[src/rtl/bod_pkg.sv]
// Shared field positions and the configuration record of the brown-out
// control block. Positions are fixed because software decodes them.
package bod_pkg;

    localparam int BIT_EN    = 0;
    localparam int VSEL_LO   = 1;
    localparam int VSEL_W    = 2;
    localparam int BIT_MODE  = 3;
    localparam int BIT_FLAG  = 4;
    localparam int BIT_LPM   = 5;
    localparam int BIT_STAT  = 6;
    localparam int BIT_LVR   = 7;
    localparam int FIELD_TOP = BIT_LVR;

    typedef struct packed {
        logic              lvr_en;
        logic              lpm;
        logic              rst_mode;
        logic [VSEL_W-1:0] vsel;
        logic              en;
    } bod_cfg_t;

endpackage

[src/rtl/bod_sync.sv]
// Multi-flop synchroniser for the asynchronous comparator output.
// Assumes STAGES >= 2; the output settles STAGES edges after the input.
module bod_sync #(
    parameter int STAGES = 2
) (
    input  logic clk,
    input  logic rst_n,
    input  logic d_async,
    output logic q_sync
);
    logic [STAGES-1:0] chain;

    // Shift the raw level through the flop chain.
    always_ff @(posedge clk) begin
        if (!rst_n) chain <= '0;
        else        chain <= {chain[STAGES-2:0], d_async};
    end

    assign q_sync = chain[STAGES-1];
endmodule

[src/rtl/bod_cfg_regs.sv]
// Protected configuration fields. A write only takes effect when the
// external unlock qualifier is high in the same cycle.
module bod_cfg_regs
    import bod_pkg::*;
#(
    parameter bit RST_EN   = 1'b0,
    parameter bit RST_MODE = 1'b0,
    parameter bit RST_LVR  = 1'b1
) (
    input  logic     clk,
    input  logic     rst_n,
    input  logic     wr,
    input  logic     unlock,
    input  bod_cfg_t wr_cfg,
    output bod_cfg_t cfg
);
    localparam bod_cfg_t CFG_RESET = '{
        lvr_en:   RST_LVR,
        lpm:      1'b0,
        rst_mode: RST_MODE,
        vsel:     '0,
        en:       RST_EN
    };

    // Load all protected fields on an unlocked write.
    always_ff @(posedge clk) begin
        if (!rst_n)            cfg <= CFG_RESET;
        else if (wr && unlock) cfg <= wr_cfg;
    end

    AST_LOCKED_HOLD: assert property (@(posedge clk) disable iff (!rst_n)
        !(wr && unlock) |=> $stable(cfg));
endmodule

[src/rtl/bod_event.sv]
// Status gating, crossing detection, sticky event flag and routing of a
// brown-out to interrupt or reset. Assumes level_s is already synchronous.
module bod_event (
    input  logic clk,
    input  logic rst_n,
    input  logic level_s,
    input  logic en,
    input  logic rst_mode,
    input  logic clr_req,
    output logic status,
    output logic flag,
    output logic irq,
    output logic rst_req
);
    logic status_q;
    logic crossing;
    logic rcond;
    logic rcond_q;

    assign status   = level_s & en;
    assign crossing = status ^ status_q;
    assign rcond    = status & rst_mode;

    // Remember the previous gated level for edge detection.
    always_ff @(posedge clk) begin
        if (!rst_n) status_q <= 1'b0;
        else        status_q <= status;
    end

    // Sticky flag: a crossing sets it and beats a same-cycle clear.
    always_ff @(posedge clk) begin
        if (!rst_n)        flag <= 1'b0;
        else if (crossing) flag <= 1'b1;
        else if (clr_req)  flag <= 1'b0;
    end

    // Interrupt: latch on status in interrupt mode, hold until disabled.
    always_ff @(posedge clk) begin
        if (!rst_n) irq <= 1'b0;
        else        irq <= en & ~rst_mode & (irq | status);
    end

    // Reset request: one-cycle pulse on the rise of status in reset mode.
    always_ff @(posedge clk) begin
        if (!rst_n) begin
            rcond_q <= 1'b0;
            rst_req <= 1'b0;
        end else begin
            rcond_q <= rcond;
            rst_req <= rcond & ~rcond_q;
        end
    end

    AST_FLAG_ON_CROSS: assert property (@(posedge clk) disable iff (!rst_n)
        (status != status_q) |=> flag);
    AST_SET_BEATS_CLEAR: assert property (@(posedge clk) disable iff (!rst_n)
        ((status != status_q) && clr_req) |=> flag);
    AST_IRQ_DROPS: assert property (@(posedge clk) disable iff (!rst_n)
        !en |=> !irq);
    AST_RST_PULSE: assert property (@(posedge clk) disable iff (!rst_n)
        rst_req |=> !rst_req);
    AST_ROUTE_EXCL: assert property (@(posedge clk) disable iff (!rst_n)
        !(irq && rst_req));
endmodule

[src/rtl/bod_ctrl.sv]
// Brown-out detector control: synchronises the comparator, holds the
// protected configuration, and assembles the 32-bit register view.
// Assumes the unlock qualifier comes from an external protection unit.
module bod_ctrl
    import bod_pkg::*;
#(
    parameter int DATA_W      = 32,
    parameter int SYNC_STAGES = 2,
    parameter bit RST_EN      = 1'b0,
    parameter bit RST_MODE    = 1'b0,
    parameter bit RST_LVR     = 1'b1
) (
    input  logic              clk,
    input  logic              rst_n,
    input  logic              cmp_async,
    input  logic              reg_wr,
    input  logic              prot_wr_ok,
    input  logic [DATA_W-1:0] reg_wdata,
    output logic [DATA_W-1:0] reg_rdata,
    output logic              det_en,
    output logic [VSEL_W-1:0] det_vsel,
    output logic              det_lpm,
    output logic              lvr_en,
    output logic              bod_irq,
    output logic              bod_rst_req
);
    localparam int SPARE_LO = FIELD_TOP + 1;

    bod_cfg_t cfg;
    bod_cfg_t wr_cfg;
    logic     level_s;
    logic     status;
    logic     flag;
    logic     clr_req;
    logic     unused_wbits;

    // Pick the protected fields out of the write word.
    always_comb begin
        wr_cfg.en       = reg_wdata[BIT_EN];
        wr_cfg.vsel     = reg_wdata[VSEL_LO +: VSEL_W];
        wr_cfg.rst_mode = reg_wdata[BIT_MODE];
        wr_cfg.lpm      = reg_wdata[BIT_LPM];
        wr_cfg.lvr_en   = reg_wdata[BIT_LVR];
    end

    assign clr_req      = reg_wr & reg_wdata[BIT_FLAG];
    assign unused_wbits = ^{reg_wdata[DATA_W-1:SPARE_LO], reg_wdata[BIT_STAT]};

    bod_sync #(.STAGES(SYNC_STAGES)) u_sync (
        .clk     (clk),
        .rst_n   (rst_n),
        .d_async (cmp_async),
        .q_sync  (level_s)
    );

    bod_cfg_regs #(
        .RST_EN   (RST_EN),
        .RST_MODE (RST_MODE),
        .RST_LVR  (RST_LVR)
    ) u_cfg (
        .clk    (clk),
        .rst_n  (rst_n),
        .wr     (reg_wr),
        .unlock (prot_wr_ok),
        .wr_cfg (wr_cfg),
        .cfg    (cfg)
    );

    bod_event u_evt (
        .clk      (clk),
        .rst_n    (rst_n),
        .level_s  (level_s),
        .en       (cfg.en),
        .rst_mode (cfg.rst_mode),
        .clr_req  (clr_req),
        .status   (status),
        .flag     (flag),
        .irq      (bod_irq),
        .rst_req  (bod_rst_req)
    );

    // Assemble the register view from configuration and event state.
    always_comb begin
        reg_rdata                       = '0;
        reg_rdata[BIT_EN]               = cfg.en;
        reg_rdata[VSEL_LO +: VSEL_W]    = cfg.vsel;
        reg_rdata[BIT_MODE]             = cfg.rst_mode;
        reg_rdata[BIT_FLAG]             = flag;
        reg_rdata[BIT_LPM]              = cfg.lpm;
        reg_rdata[BIT_STAT]             = status;
        reg_rdata[BIT_LVR]              = cfg.lvr_en;
    end

    assign det_en   = cfg.en;
    assign det_vsel = cfg.vsel;
    assign det_lpm  = cfg.lpm;
    assign lvr_en   = cfg.lvr_en;

    AST_STATUS_GATED: assert property (@(posedge clk) disable iff (!rst_n)
        !det_en |-> !reg_rdata[BIT_STAT]);
endmodule

[config.mk]
export PLATFORM = sky130hd
export DESIGN_NAME = bod_ctrl
export DESIGN_NICKNAME = d
export VERILOG_FILES = /design/src/rtl/bod_pkg.sv /design/src/rtl/bod_sync.sv /design/src/rtl/bod_cfg_regs.sv /design/src/rtl/bod_event.sv /design/src/rtl/bod_ctrl.sv
export SDC_FILE = /design/constraint.sdc
export NUM_CORES = 1
export LEC_CHECK = 0
export BUFFER_PORTS_ARGS = -buffer_cell sky130_fd_sc_hd__buf_2
export CAP_MARGIN = 5
export CORE_MARGIN = 5
export CORE_UTILIZATION = 31
export CTS_CLUSTER_DIAMETER = 200
export CTS_CLUSTER_SIZE = 8
export DETAILED_ROUTE_END_ITERATION = 8
export GPL_ROUTABILITY_DRIVEN = 0
export GPL_TIMING_DRIVEN = 0
export PLACE_DENSITY = 0.75
export SLEW_MARGIN = 20
export SYNTH_ARGS = -nofsm -noshare
export SYNTH_HDL_FRONTEND = slang
export SYNTH_SLANG_ARGS = --single-unit
[constraint.sdc]
create_clock -name clk -period 0.8 [get_ports clk]
set_input_delay 0.12 -clock clk [delete_from_list [all_inputs] [get_ports clk]]
set_output_delay 0.12 -clock clk [all_outputs]
set_load 0.02 [all_outputs]
==> run_results.csv <==
group,metric,value,unit
critical_path,cp_cell_sequence,"and2_4, buf_6",
critical_path,critPathSlowestCell,"dfxtp_4",
floorplanning,rows,17,
yosys,synth_edf_count,0,
sta,fmax,981.8,MHz
finish,seq_area,280.3,µm²
placed_design,post-dp-hpwl,1.169,mm
sta,fin_crit_sh,127.3,%
floorplanning,die_area,3486,µm²
grt,grt_pass1_vias,548,
route,first_pass_iters,4,
critical_path,cp_num_buf_inv,1,
clock_network,cts_buffer_depth,2,
grt,grtUsageTotal,9.372,%
power_and_ir_drop,ir_worst_vdd,0.8802,mV
critical_path,startpoint_type,"flop",
yosys,yosysTopAreaCell,"dfxtp_1",
route,drc,0,
sta,skew,0.006033,ns
finish,nets,174,
power_and_ir_drop,leakage,0.6470,nW
route,ant_nets,0,
status,violations,"setup timing",
sta,setup_slack,-0.2185,ns
yosys,ys_warn_count,0,
grt,grt_max_degree,11,
yosys,syn_inst,80,
hold_path,hp-class,"primary input to flop",
yosys,ys.flop_type,"dfxtp_1",
critical_path,end_kind,"output pin",
sta,setup_viol,22,
floorplanning,ios,76,
critical_path,crit_family,"flip-flops",
yosys,synth.avg_cell_area,9.321,µm²
power_and_ir_drop,power_density,1290,nW/µm²
clock_network,ctsHoldBuffers,0,
yosys,seq_area_frac_synth,34.90,%
route,num_vias,609,
critical_path,worstSetupPathType,"flop to output pin",
placed_design,place_area,1001,µm²
sta,finalMaxSlewViolations,0,
grt,grt_overflow_total,0,
finish,drive_gt1_share,60.29,%
critical_path,cp.required,0.68,ns
critical_path,reg2reg_slack,-0.19,ns
sta,period_needed,1.019,ns
grt,grt_pass1_wl,2.497,mm
grt,antenna_found_initial,0,
yosys,synth_area_leaders,"dfxtp_1, buf_4, a21boi_0",
finish,fillCellCount,229,
yosys,synth.cell_area,745.7,µm²
clock_network,cts_tree,"yes",
critical_path,path_max_fanout,4,
floorplanning,coreArea,2255,µm²
floorplanning,die_w,59.05,µm
clock_network,cts-root-buf,"clkbuf_4",
clock_network,clkLatencyLatePin,0.28,ns
finish,final_area,1187,µm²
route,drt_iter0_drc,1,
yosys,synth_common_cells,"buf_4, dfxtp_1, a21boi_0, o21a_1",
critical_path,cp.arrival,0.90,ns
yosys,synth_seq_cells,13,
finish,syn_to_final_growth,59.23,%
yosys,ys_types,19,
yosys,yosysTopAreaCellShare,34.90,%
placed_design,port-buffer-count,26,
status,status,"finished, violations left",
sta,hold_violations,0,
clock_network,clock_sinks,13,
route,drt-total-wl,1.598,mm
finish,final_util,52.66,%
run,cap_violations,0,
clock_network,cts_made_buffers,3,
clock_network,cts_max_level,1,
floorplanning,start_util,33.07,%
route,viasPerCell,3.713,
critical_path,slowest_delay,0.36,ns
finish,multi_input_comb_area,304.0,µm²
yosys,yosysMostFrequentCell,"buf_4",
route,wl_per_cell,9.744,µm
floorplanning,dieHeight,59.05,µm
sta,rsz0062_at_grt,"true",
finish,n_antenna_cell,0,
yosys,async_flop_share,0,%
clock_network,path_clk_slew,0.09,ns
[path summary, 6_finish.rpt]
path                              from                         end  cells after the start
min                          cmp_async  u_sync.chain[0]$_SDFF_PN0_                      2
max          u_cfg.cfg[0]$_SDFFE_PN0P_                reg_rdata[6]                      2
max reg2reg  u_cfg.cfg[0]$_SDFFE_PN0P_   u_cfg.cfg[0]$_SDFFE_PN0P_                      4
min reg2reg   u_evt.rcond_q$_SDFF_PN0_    u_evt.rst_req$_SDFF_PN0_                      1
[state kept, by name, summed over array words and instances, names as in the netlist]
name / cells
u_cfg.cfg: 6
u_evt.flag: 1
u_evt.irq: 1
u_evt.rcond_q: 1
u_evt.rst_req: 1
u_evt.status_q: 1
u_sync.chain: 2
[cells by family (layout without fill, tap and decap cells)]
| family | count (synthesis) | after routing | synth area share, % |
|---|---|---|---|
| AOI/OAI and AO/OA | 14 | 14 | 13.59 |
| other | 1 | 24 | 0.5029 |
| and+or+nand+nor | 17 | 17 | 14.76 |
| DFF | 13 | 13 | 34.90 |
| buffers and inverters | 35 | 68 | 36.24 |
[routing by layer]
metal  track usage (%)  vias to the layer above  part of all wire (%)
met5                 0                        -                     0
met4             4.854                        0                   1.6
met3             4.139                        3                    14
met2             15.46                       36                    50
met1             10.07                      250                    34
li1                  -                      320                     -
[area by class of cell]
class                           instances  area share (%)
Multi-Input combinational cell         55           25.61
Clock buffer                            3           1.897
Buffer                                 33           23.08
Sequential cell                        13           23.60
Tap cell                               28           2.950
Timing Repair Buffer                   31           22.44
Clock inverter                          1          0.4215
[through the flow]
step | setup slack, ns | TNS, ns | hold WS (ns) | std cells | power (mW)
CTS | -0.2430 | -2.238 | 0.01663 | 162 | 1.538
detailed placement | -0.08547 | -0.1352 | 0.3221 | 157 | 1.059
floorplan | 0.008593 | 0 | 0.2417 | 103 | 0.9923
global placement | -0.07694 | -0.1171 | 0.3198 | 157 | 1.056
finish | -0.2185 | -2.636 | 0.02479 | 164 | 1.532
global route | -0.2502 | -3.384 | 0.01308 | 164 | 1.617
[cell usage in the layout, fill, tap and decap left out, types with 3 or more instances in the layout]
master / instances
a21boi_1: 3
and2_1: 3
and3_1: 4
buf_2: 12
buf_4: 28
buf_6: 24
clkbuf_4: 3
conb_1: 24
dfxtp_1: 3
dfxtp_2: 7
dfxtp_4: 3
o21a_1: 5
[worst reg2reg max path: stages, from the launching register on]
cell and delay (ns):
dfxtp_4 0.36, buf_4 0.13, buf_6 0.11, a21boi_1 0.11, o21a_1 0.17
[power by group]
group | internal (mW) | leakage [nW] | switching [mW] | total [mW]
logic | 0.220 | 0.519 | 0.213 | 0.433
clock network | 0.186 | 0.0177 | 0.233 | 0.419
registers | 0.663 | 0.111 | 0.0172 | 0.681
[what timing repair did]
item | CTS | global route
buffers inserted | 3 | 2
resized for setup | 44 | 7
pin swaps | 2 | 4
setup endpoints to repair | 15 | 21
Note: power is estimated with default switching activity, not from simulation.
